### src/rtl/rstgrp_pkg.sv
package rstgrp_pkg;
  localparam int CAUSE_PIN = 0;
  localparam int CAUSE_WDT = 1;
  localparam int CAUSE_LVD = 2;
  localparam int NCAUSE    = 3;
  typedef logic [NCAUSE-1:0] cause_t;
endpackage

### src/rtl/rstgrp_sync.sv
module rstgrp_sync #(
  parameter int W = 2
) (
  input  logic         clk,
  input  logic         rst,
  input  logic [W-1:0] d,
  output logic [W-1:0] q
);
  logic [W-1:0] meta;

  always_ff @(posedge clk) begin
    if (rst) begin
      meta <= '0;
      q    <= '0;
    end else begin
      meta <= d;
      q    <= meta;
    end
  end
endmodule

### src/rtl/rstgrp_pinflt.sv
module rstgrp_pinflt #(
  parameter int MIN_LOW = 16
) (
  input  logic clk,
  input  logic rst,
  input  logic low_i,
  output logic req_o
);
  localparam int CW = $clog2(MIN_LOW + 1);
  localparam logic [CW-1:0] LIMIT = CW'(MIN_LOW);

  logic [CW-1:0] run_cnt;

  always_ff @(posedge clk) begin
    if (rst) begin
      run_cnt <= '0;
    end else if (!low_i) begin
      run_cnt <= '0;
    end else if (run_cnt != LIMIT) begin
      run_cnt <= run_cnt + 1'b1;
    end
  end

  assign req_o = low_i && (run_cnt == LIMIT);

  // a request can only begin after the pin has been low in the previous cycle too
  a_r2_min_width: assert property (@(posedge clk) disable iff (rst)
    $rose(req_o) |-> $past(low_i));
endmodule

### src/rtl/rstgrp_hold.sv
module rstgrp_hold #(
  parameter int HOLD_CYC = 1024
) (
  input  logic clk,
  input  logic rst,
  input  logic req_i,
  output logic rst_o
);
  localparam int HW = $clog2(HOLD_CYC + 1);
  localparam logic [HW-1:0] FULL = HW'(HOLD_CYC);

  logic [HW-1:0] left;

  always_ff @(posedge clk) begin
    if (rst) begin
      left  <= FULL;
      rst_o <= 1'b1;
    end else begin
      rst_o <= req_i || (left != '0);
      if (req_i)
        left <= FULL;
      else if (left != '0)
        left <= left - 1'b1;
    end
  end

  // every request keeps the output asserted in the following cycle
  a_r6_req_holds: assert property (@(posedge clk) disable iff (rst)
    req_i |=> rst_o);
endmodule

### src/rtl/rstgrp_ctrl.sv
module rstgrp_ctrl
  import rstgrp_pkg::*;
#(
  parameter int MIN_LOW  = 16,
  parameter int HOLD_CYC = 1024,
  parameter int NPER     = 4,
  parameter logic [NPER-1:0] SWR_MASK = NPER'('hB)
) (
  input  logic            clk,
  input  logic            rst,
  input  logic            ext_rst_n,
  input  logic            wdt_ovf,
  input  logic            lvd_det,
  input  logic            lvd_rst_en,
  input  logic [NPER-1:0] sw_rst,
  input  logic            cause_clr_we,
  input  logic [2:0]      cause_clr,
  output logic            h0_rst,
  output logic            h1_rst,
  output logic            s0_rst,
  output logic [NPER-1:0] per_rst,
  output logic [2:0]      cause_o
);
  logic   pin_low, lvd_s, pin_req, lvd_req;
  logic   h0_req, h1_req, s0_req;
  cause_t cause_q, cause_set, cause_keep;

  rstgrp_sync #(.W(2)) u_sync (
    .clk (clk),
    .rst (rst),
    .d   ({lvd_det, ~ext_rst_n}),
    .q   ({lvd_s, pin_low})
  );

  rstgrp_pinflt #(.MIN_LOW(MIN_LOW)) u_pinflt (
    .clk   (clk),
    .rst   (rst),
    .low_i (pin_low),
    .req_o (pin_req)
  );

  assign lvd_req = lvd_s && lvd_rst_en;
  assign h0_req  = pin_req || wdt_ovf || lvd_req;
  assign h1_req  = pin_req || wdt_ovf;
  assign s0_req  = pin_req;

  rstgrp_hold #(.HOLD_CYC(HOLD_CYC)) u_hold (
    .clk   (clk),
    .rst   (rst),
    .req_i (h0_req),
    .rst_o (h0_rst)
  );

  always_ff @(posedge clk) begin
    if (rst) begin
      h1_rst <= 1'b1;
      s0_rst <= 1'b1;
    end else begin
      h1_rst <= h1_req;
      s0_rst <= s0_req;
    end
  end

  for (genvar i = 0; i < NPER; i++) begin : g_per
    if (SWR_MASK[i]) begin : g_sw
      always_ff @(posedge clk) begin
        if (rst) per_rst[i] <= 1'b1;
        else     per_rst[i] <= s0_req || sw_rst[i];
      end
      // a peripheral with software reset still follows the soft group
      a_r8_sw_follows_s0: assert property (@(posedge clk) disable iff (rst)
        s0_rst |-> per_rst[i]);
    end else begin : g_nosw
      always_ff @(posedge clk) begin
        if (rst) per_rst[i] <= 1'b1;
        else     per_rst[i] <= s0_req;
      end
      // a peripheral without software reset is reset only with the soft group
      a_r8_nosw_ignored: assert property (@(posedge clk) disable iff (rst)
        per_rst[i] |-> s0_rst);
    end
  end

  always_comb begin
    cause_set            = '0;
    cause_set[CAUSE_PIN] = pin_req;
    cause_set[CAUSE_WDT] = wdt_ovf;
    cause_set[CAUSE_LVD] = lvd_req;
    cause_keep           = cause_clr_we ? ~cause_clr : '1;
  end

  always_ff @(posedge clk) begin
    if (rst) cause_q <= '0;
    else     cause_q <= (cause_q & cause_keep) | cause_set;
  end

  assign cause_o = cause_q;

  // nesting of the three groups
  a_r10_h1_in_h0: assert property (@(posedge clk) disable iff (rst)
    h1_rst |-> h0_rst);
  a_r10_s0_in_h1: assert property (@(posedge clk) disable iff (rst)
    s0_rst |-> h1_rst);
  // the held group never releases before or together with the immediate group
  a_r6_h0_outlasts: assert property (@(posedge clk) disable iff (rst)
    $fell(h0_rst) |-> (!h1_rst && !$past(h1_rst)));
  // a cause bit that is not cleared stays set
  a_r9_sticky: assert property (@(posedge clk) disable iff (rst)
    ((cause_q & cause_keep) != '0) |=>
      ((cause_q & $past(cause_q & cause_keep)) == $past(cause_q & cause_keep)));
endmodule

### config.mk
export PLATFORM = sky130hd
export DESIGN_NAME = rstgrp_ctrl
export DESIGN_NICKNAME = d
export VERILOG_FILES = /design/src/rtl/rstgrp_pkg.sv /design/src/rtl/rstgrp_sync.sv /design/src/rtl/rstgrp_pinflt.sv /design/src/rtl/rstgrp_hold.sv /design/src/rtl/rstgrp_ctrl.sv
export SDC_FILE = /design/constraint.sdc
export NUM_CORES = 1
export LEC_CHECK = 0
export CAP_MARGIN = 20
export CORE_AREA = 2 2 56 58
export CTS_CLUSTER_SIZE = 16
export DETAILED_ROUTE_END_ITERATION = 10
export DIE_AREA = 0 0 58 60
export GPL_TIMING_DRIVEN = 1
export PLACE_DENSITY = 0.68
export SETUP_SLACK_MARGIN = 0.4
export SYNTH_ARGS = -nofsm -noshare
export SYNTH_HDL_FRONTEND = slang
export SYNTH_SLANG_ARGS = --single-unit
export TNS_END_PERCENT = 10
### constraint.sdc
create_clock -name clk -period 2.3 [get_ports clk]
set_input_delay 0.69 -clock clk [delete_from_list [all_inputs] [get_ports clk]]
set_output_delay 0.69 -clock clk [all_outputs]
set_load 0.02 [all_outputs]
==> impl_metrics.ini, run 1 <==
[status]
status = completed

[sta]
fin_skew_ps = 3.37
slew_viol_final = 0
setup_violations = 0
max_freq_mhz = 516
rsz0062_at_grt = yes
hold_violations = 0
fin_tns_setup_ps = 0
max-slew-margin-rel_pct = 64.3
tightest_slew_ps = 530
fin_crit_sh_pct = 84.3
min_period_ps = 1940

[synth]
synth_xor_area_share_pct = 4.51
yosysTopAreaCellShare_pct = 49.8
synth.most_common_cell = dfxtp_1
ys_types = 36
synthesis.area_mm2 = 0.00117
synth_edf_count = 0
syn_nets = 143
yosys_warnings = 0
ys_top_cells_by_count = dfxtp_1 (29), nor2_1 (15), a21oi_1 (9), nand2_1 (9), nand3_1 (7)
synth_top_family_by_area = simple AND/OR/NAND/NOR gates
muxShareOfSynthArea_pct = 0.858
yosysSeqAreaShare_pct = 49.8
synth_compound_area_share_pct = 10.4
synth_area_leaders = dfxtp_1 (50%), nor2_1 (4.8%), ha_1 (4.3%)
syn_inst = 125
synthAdderAreaFrac_pct = 4.29
synth-simple-area-share_pct = 26.8
syn_avg_cell_area_um2 = 9.33
synth_area_leader_cell = dfxtp_1
ys.flop_type = dfxtp_1
synth_seq_cells = 29
async_reset_ff_share_pct = 0

[power]
power_mw = 1.02
peakVddDrop_v = 0.000357
p_leak_nw = 0.594
powerDensity_mw_per_mm2 = 688

[worst_setup_path]
critPathCaptureType = output port
path_delay_family = buffers and inverters
critPathLaunchType = flop
worst-path-buf-inv = 1
r2r_cells = 8
arrival_ps = 1250
path_cells = clkdlybuf4s50_1
crit_slowest_cell = clkdlybuf4s50_1
path_depth = 1
worstSetupPathType = flop to output port
crit_required_ps = 1610
critPathMaxStageDelay_ps = 600
path_max_fanout = 2

[layout]
antenna_cells = 0
drive_above_1_share_pct = 9.68
fill_cells = 273
synthToLayoutAreaGrowth_pct = 27.6
utilization_pct = 51.2
stdcell_count = 188
finalNetCount = 172

[global_routing]
grt_pass1_wl_um = 3580
antenna_found_initial = 0
grt_pass1_vias = 891
grt_max_degree = 9
track_usage_pct = 14.4
grt_remaining_overflow = 0

[route]
post-route-drc-count = 0
final_antenna_net_count = 0
first_iter_violations = 20
route.detailed.wl_per_inst_um = 11.0
wl_um = 2060
via_count = 917
vias_per_cell = 4.88
first_pass_iters = 4

[floorplan]
rows = 20
io_pins = 24
dieArea_mm2 = 0.00348
die_y_um = 60
core_area_mm2 = 0.00290
die_x_um = 58
start_util_pct = 40.2

[clock_network]
cts_made_buffers = 5
cts_tree = built
cts_hold_buf = 0
clk_path_buf_depth = 2
clk_latency_ps = 320
cts.sinks = 29
path_clk_slew_ps = 80
htreeDepth = 2
root_buffer = clkbuf_4
post_cts_buffers = 0

[placement]
hpwlAfterDp_um = 1540
place_congestion = 0.822
dp.cells = 180
numPortBuffers = 22

[hold_path]
min_path_type = flop to flop
whs_path_depth = 1

[job]
drv_cap = 0
power by group:
part | internal (mW) | switching [mW] | total (mW)
registers | 0.530 | 0.0263 | 0.557
logic | 0.0957 | 0.0903 | 0.186
clock network | 0.122 | 0.160 | 0.282
per-layer routing:
layer | GRT usage (%) | up-vias | part of all wire (%)
li1 | - | 484 | -
met1 | 14.9 | 403 | 45
met2 | 22.7 | 22 | 45
met3 | 7.36 | 8 | 5.9
met4 | 9.63 | 0 | 3.5
met5 | 0 | - | 0
cells by family after synthesis:
family                     Yosys count
adders and majority gates            4
xor gates and xnor gates             6
and+or+nand+nor                     57
muxes                                1
AOI/OAI and AO/OA                   19
DFF                                 29
buffers and inverters                9
final cells by class:
class | count | area (um2) | area share, %
multi-input combinational | 87 | 547 | 36.8
clock buffer | 8 | 48.8 | 3.28
inverter | 5 | 18.8 | 1.26
timing repair buffer | 26 | 251 | 16.9
tap | 33 | 41.3 | 2.78
sequential | 29 | 581 | 39.0
worst register-to-register path, stage by stage (launching register included):
cell and delay (ps):
dfxtp_1 330, inv_1 90, ha_1 150, nor4bb_1 290
buf_4 210, a21oi_2 70, nand2_1 210, buf_4 190
a21oi_1 40
registers in the layout, summed over array words and instances, names as in the netlist:
name	count
cause_o	3
u_pinflt.run_cnt	5
h1_rst	1
u_sync.meta	2
u_sync.q	2
u_hold.rst_o	1
u_hold.left	11
per_rst	4
path summary, 6_finish.rpt:
check                                                       from                          end  slack [ps]
worst max-delay path                       per_rst[2]$_SDFF_PP1_                   per_rst[2]         360
worst min-delay path                   u_sync.meta[1]$_SDFF_PP0_       u_sync.q[1]$_SDFF_PP0_         440
worst max register to register  u_pinflt.run_cnt[0]$_SDFFE_PP0P_  u_hold.left[9]$_SDFFE_PP0P_         600
worst min register to register         u_sync.meta[1]$_SDFF_PP0_       u_sync.q[1]$_SDFF_PP0_         440
placed cells by master, fill, tap and decap left out, types with 2 or more instances in the layout:
master	synthesis	layout
buf_4	1	4
xnor2_1	3	3
or4_1	2	2
nand3_1	7	7
ha_1	4	4
inv_1	5	5
nand2b_1	6	6
a22oi_1	2	2
nor3_1	3	3
nand2_1	9	9
o31ai_1	2	2
xor2_1	3	3
dfxtp_1	29	29
clkbuf_4	0	5
nor2b_1	4	4
clkdlybuf4s50_1	0	20
a21oi_1	9	9
nor2_1	15	15
clkbuf_1	2	3
through the flow:
stage | hold WS [ps] | setup WS (ps) | area [um2]
2_1_floorplan | 414 | 694 | 1170
4_1_cts | 446 | 323 | 1490
5_1_grt | 472 | 291 | 1490
3_5_place_dp | 426 | 349 | 1440
3_3_place_gp | 420 | 388 | 1440
6_report | 442 | 362 | 1490
timing repair:
action / 4_1_cts / 5_1_grt
setup endpoints to repair: 10 / 9
hold endpoints to repair: 0 / 0
gates resized for setup: 1 / 1
(Power assumes the default switching activity.)
==> run 2, diff against run 1 <==
- PLACE_DENSITY: 0.68 -> 0.7
- clock period: 2.3 -> 1.7 ns (I/O delays scaled with it)
==> run 2 against run 1 <==
Compared with the run above: clock-buffer cell count decreased by 3; combinational power increased by 90%; sequential power increased by 36%.
==> impl_metrics.ini, run 2 (same netlist as run 1, synthesis figures left out) <==
[status]
status = completed

[hold_path]
min_path_type = flop to flop

[placement]
place_congestion = 0.830
numPortBuffers = 22
hpwlAfterDp_um = 1640

[worst_setup_path]
arrival_ps = 1740
path_delay_family = simple AND/OR/NAND/NOR gates
worst-path-buf-inv = 0
critPathCaptureType = flop
crit_required_ps = 1930
crit_slowest_cell = or4_1
worstSetupPathType = flop to flop
critPathMaxStageDelay_ps = 580
critPathLaunchType = flop
path_cells = or4_1 > o211ai_1 > xor2_1 > nor2_1
path_max_fanout = 7

[clock_network]
root_buffer = clkbuf_4
cts.sinks = 29
clk_path_buf_depth = 2
cts_made_buffers = 5
path_clk_slew_ps = 100
cts_tree = built
htreeDepth = 2
cts_hold_buf = 0
clk_latency_ps = 330

[layout]
finalNetCount = 188
reg_top3 = u_hold.left x11, u_pinflt.run_cnt x5, per_rst x4
antenna_cells = 0
fill_cells = 245
layout_commonest_cell = dfxtp_1
mostFrequentLayoutCells = dfxtp_1 (20), buf_4 (18), nor2_1 (14)
synthToLayoutAreaGrowth_pct = 51.9
multiInputGateArea_um2 = 627
top_register = u_hold.left
largest_reg_flops = 11
seq_area_um2 = 592
drive_above_1_share_pct = 36.3

[floorplan]
dieArea_mm2 = 0.00348
die_y_um = 60
die_x_um = 58
io_pins = 24
rows = 20
core_area_mm2 = 0.00290
start_util_pct = 40.2

[sta]
fin_crit_sh_pct = 88.6
fin_tns_setup_ps = 0
fin_skew_ps = 9.52
hold_violations = 0
max-slew-margin-rel_pct = 77.3
tightest_slew_ps = 338
slew_viol_final = 0
max_freq_mhz = 664
setup_violations = 0
rsz0062_at_grt = yes
min_period_ps = 1510

[global_routing]
track_usage_pct = 15.7
antenna_found_initial = 0
grt_pass1_wl_um = 4040
grt_remaining_overflow = 0
grt_pass1_vias = 1038
grt_max_degree = 11

[power]
power_mw = 1.81
peakVddDrop_v = 0.000857
p_leak_nw = 0.720
powerDensity_mw_per_mm2 = 1020

[job]
drv_cap = 0

[route]
wl_um = 2550
first_iter_violations = 31
wl_met1_um = 1020
route.detailed.wl_per_inst_um = 12.5
vias_per_cell = 5.05
post-route-drc-count = 0
first_pass_iters = 4
via_count = 1030
dr.max_layer_used = met4
met2_length_um = 1360
final_antenna_net_count = 0
wl_met3_um = 120
run 2: changes by cell type in the layout (fill, tap and decap cells not counted), moves of 8 or more:
cell and delta:
dfxtp_2 +9, clkdlybuf4s50_1 -8, dfxtp_1 -9, buf_4 +14
run 2: per-stage QoR:
stage	hold slack [ps]	setup slack (ps)	cell area (um2)	cells	util, %
floorplan	414	271	1200	125	-
global placement	425	32.0	1500	184	51.7
detailed placement	428	-0.861	1500	184	51.7
CTS	452	210	1710	202	58.8
global route	463	100	1770	204	61.0
finish	448	194	1770	204	61.0
run 2: worst paths after layout:
path	start	to	slack (ps)	cells after the start
setup / recovery	u_hold.left[6]$_SDFFE_PP0P_	u_hold.left[6]$_SDFFE_PP0P_	190	4
hold / removal	u_sync.meta[0]$_SDFF_PP0_	u_sync.q[0]$_SDFF_PP0_	450	1
setup reg to reg	u_hold.left[6]$_SDFFE_PP0P_	u_hold.left[6]$_SDFFE_PP0P_	190	4
hold reg to reg	u_sync.meta[0]$_SDFF_PP0_	u_sync.q[0]$_SDFF_PP0_	450	1
run 2: layer usage:
| layer | up-vias | track usage [%] |
|---|---|---|
| li1 | 520 | - |
| met1 | 482 | 15.3 |
| met2 | 21 | 28.4 |
| met3 | 7 | 6.71 |
| met4 | 0 | 7.64 |
| met5 | - | 0 |
run 2: area by class of cell:
class,instances,area share (%)
multi-input combinational,87,35.4
sequential,29,33.4
timing repair buffer,42,22.0
clock inverter,3,3.67
tap,33,2.33
clock buffer,5,2.12
inverter,5,1.06
run 2: power breakdown:
part	leakage, nW	internal [mW]	switching, mW	total, mW
clock network	0.0552	0.455	0.248	0.703
logic	0.423	0.195	0.159	0.354
registers	0.242	0.720	0.0361	0.756
total	0.720	1.37	0.443	1.81
run 2: worst register-to-register path, stage by stage (launching register included):
cell	delay, ps
dfxtp_2	370
or4_1	580
o211ai_1	230
xor2_1	180
nor2_1	50
run 2: what timing repair did:
| item | 4_1_cts | 5_1_grt |
|---|---|---|
| buffers inserted | 10 | 2 |
| endpoints found under the setup margin | 30 | 33 |
| gates cloned | 0 | 0 |
| resized for setup | 37 | 12 |
| pin swaps | 3 | 6 |
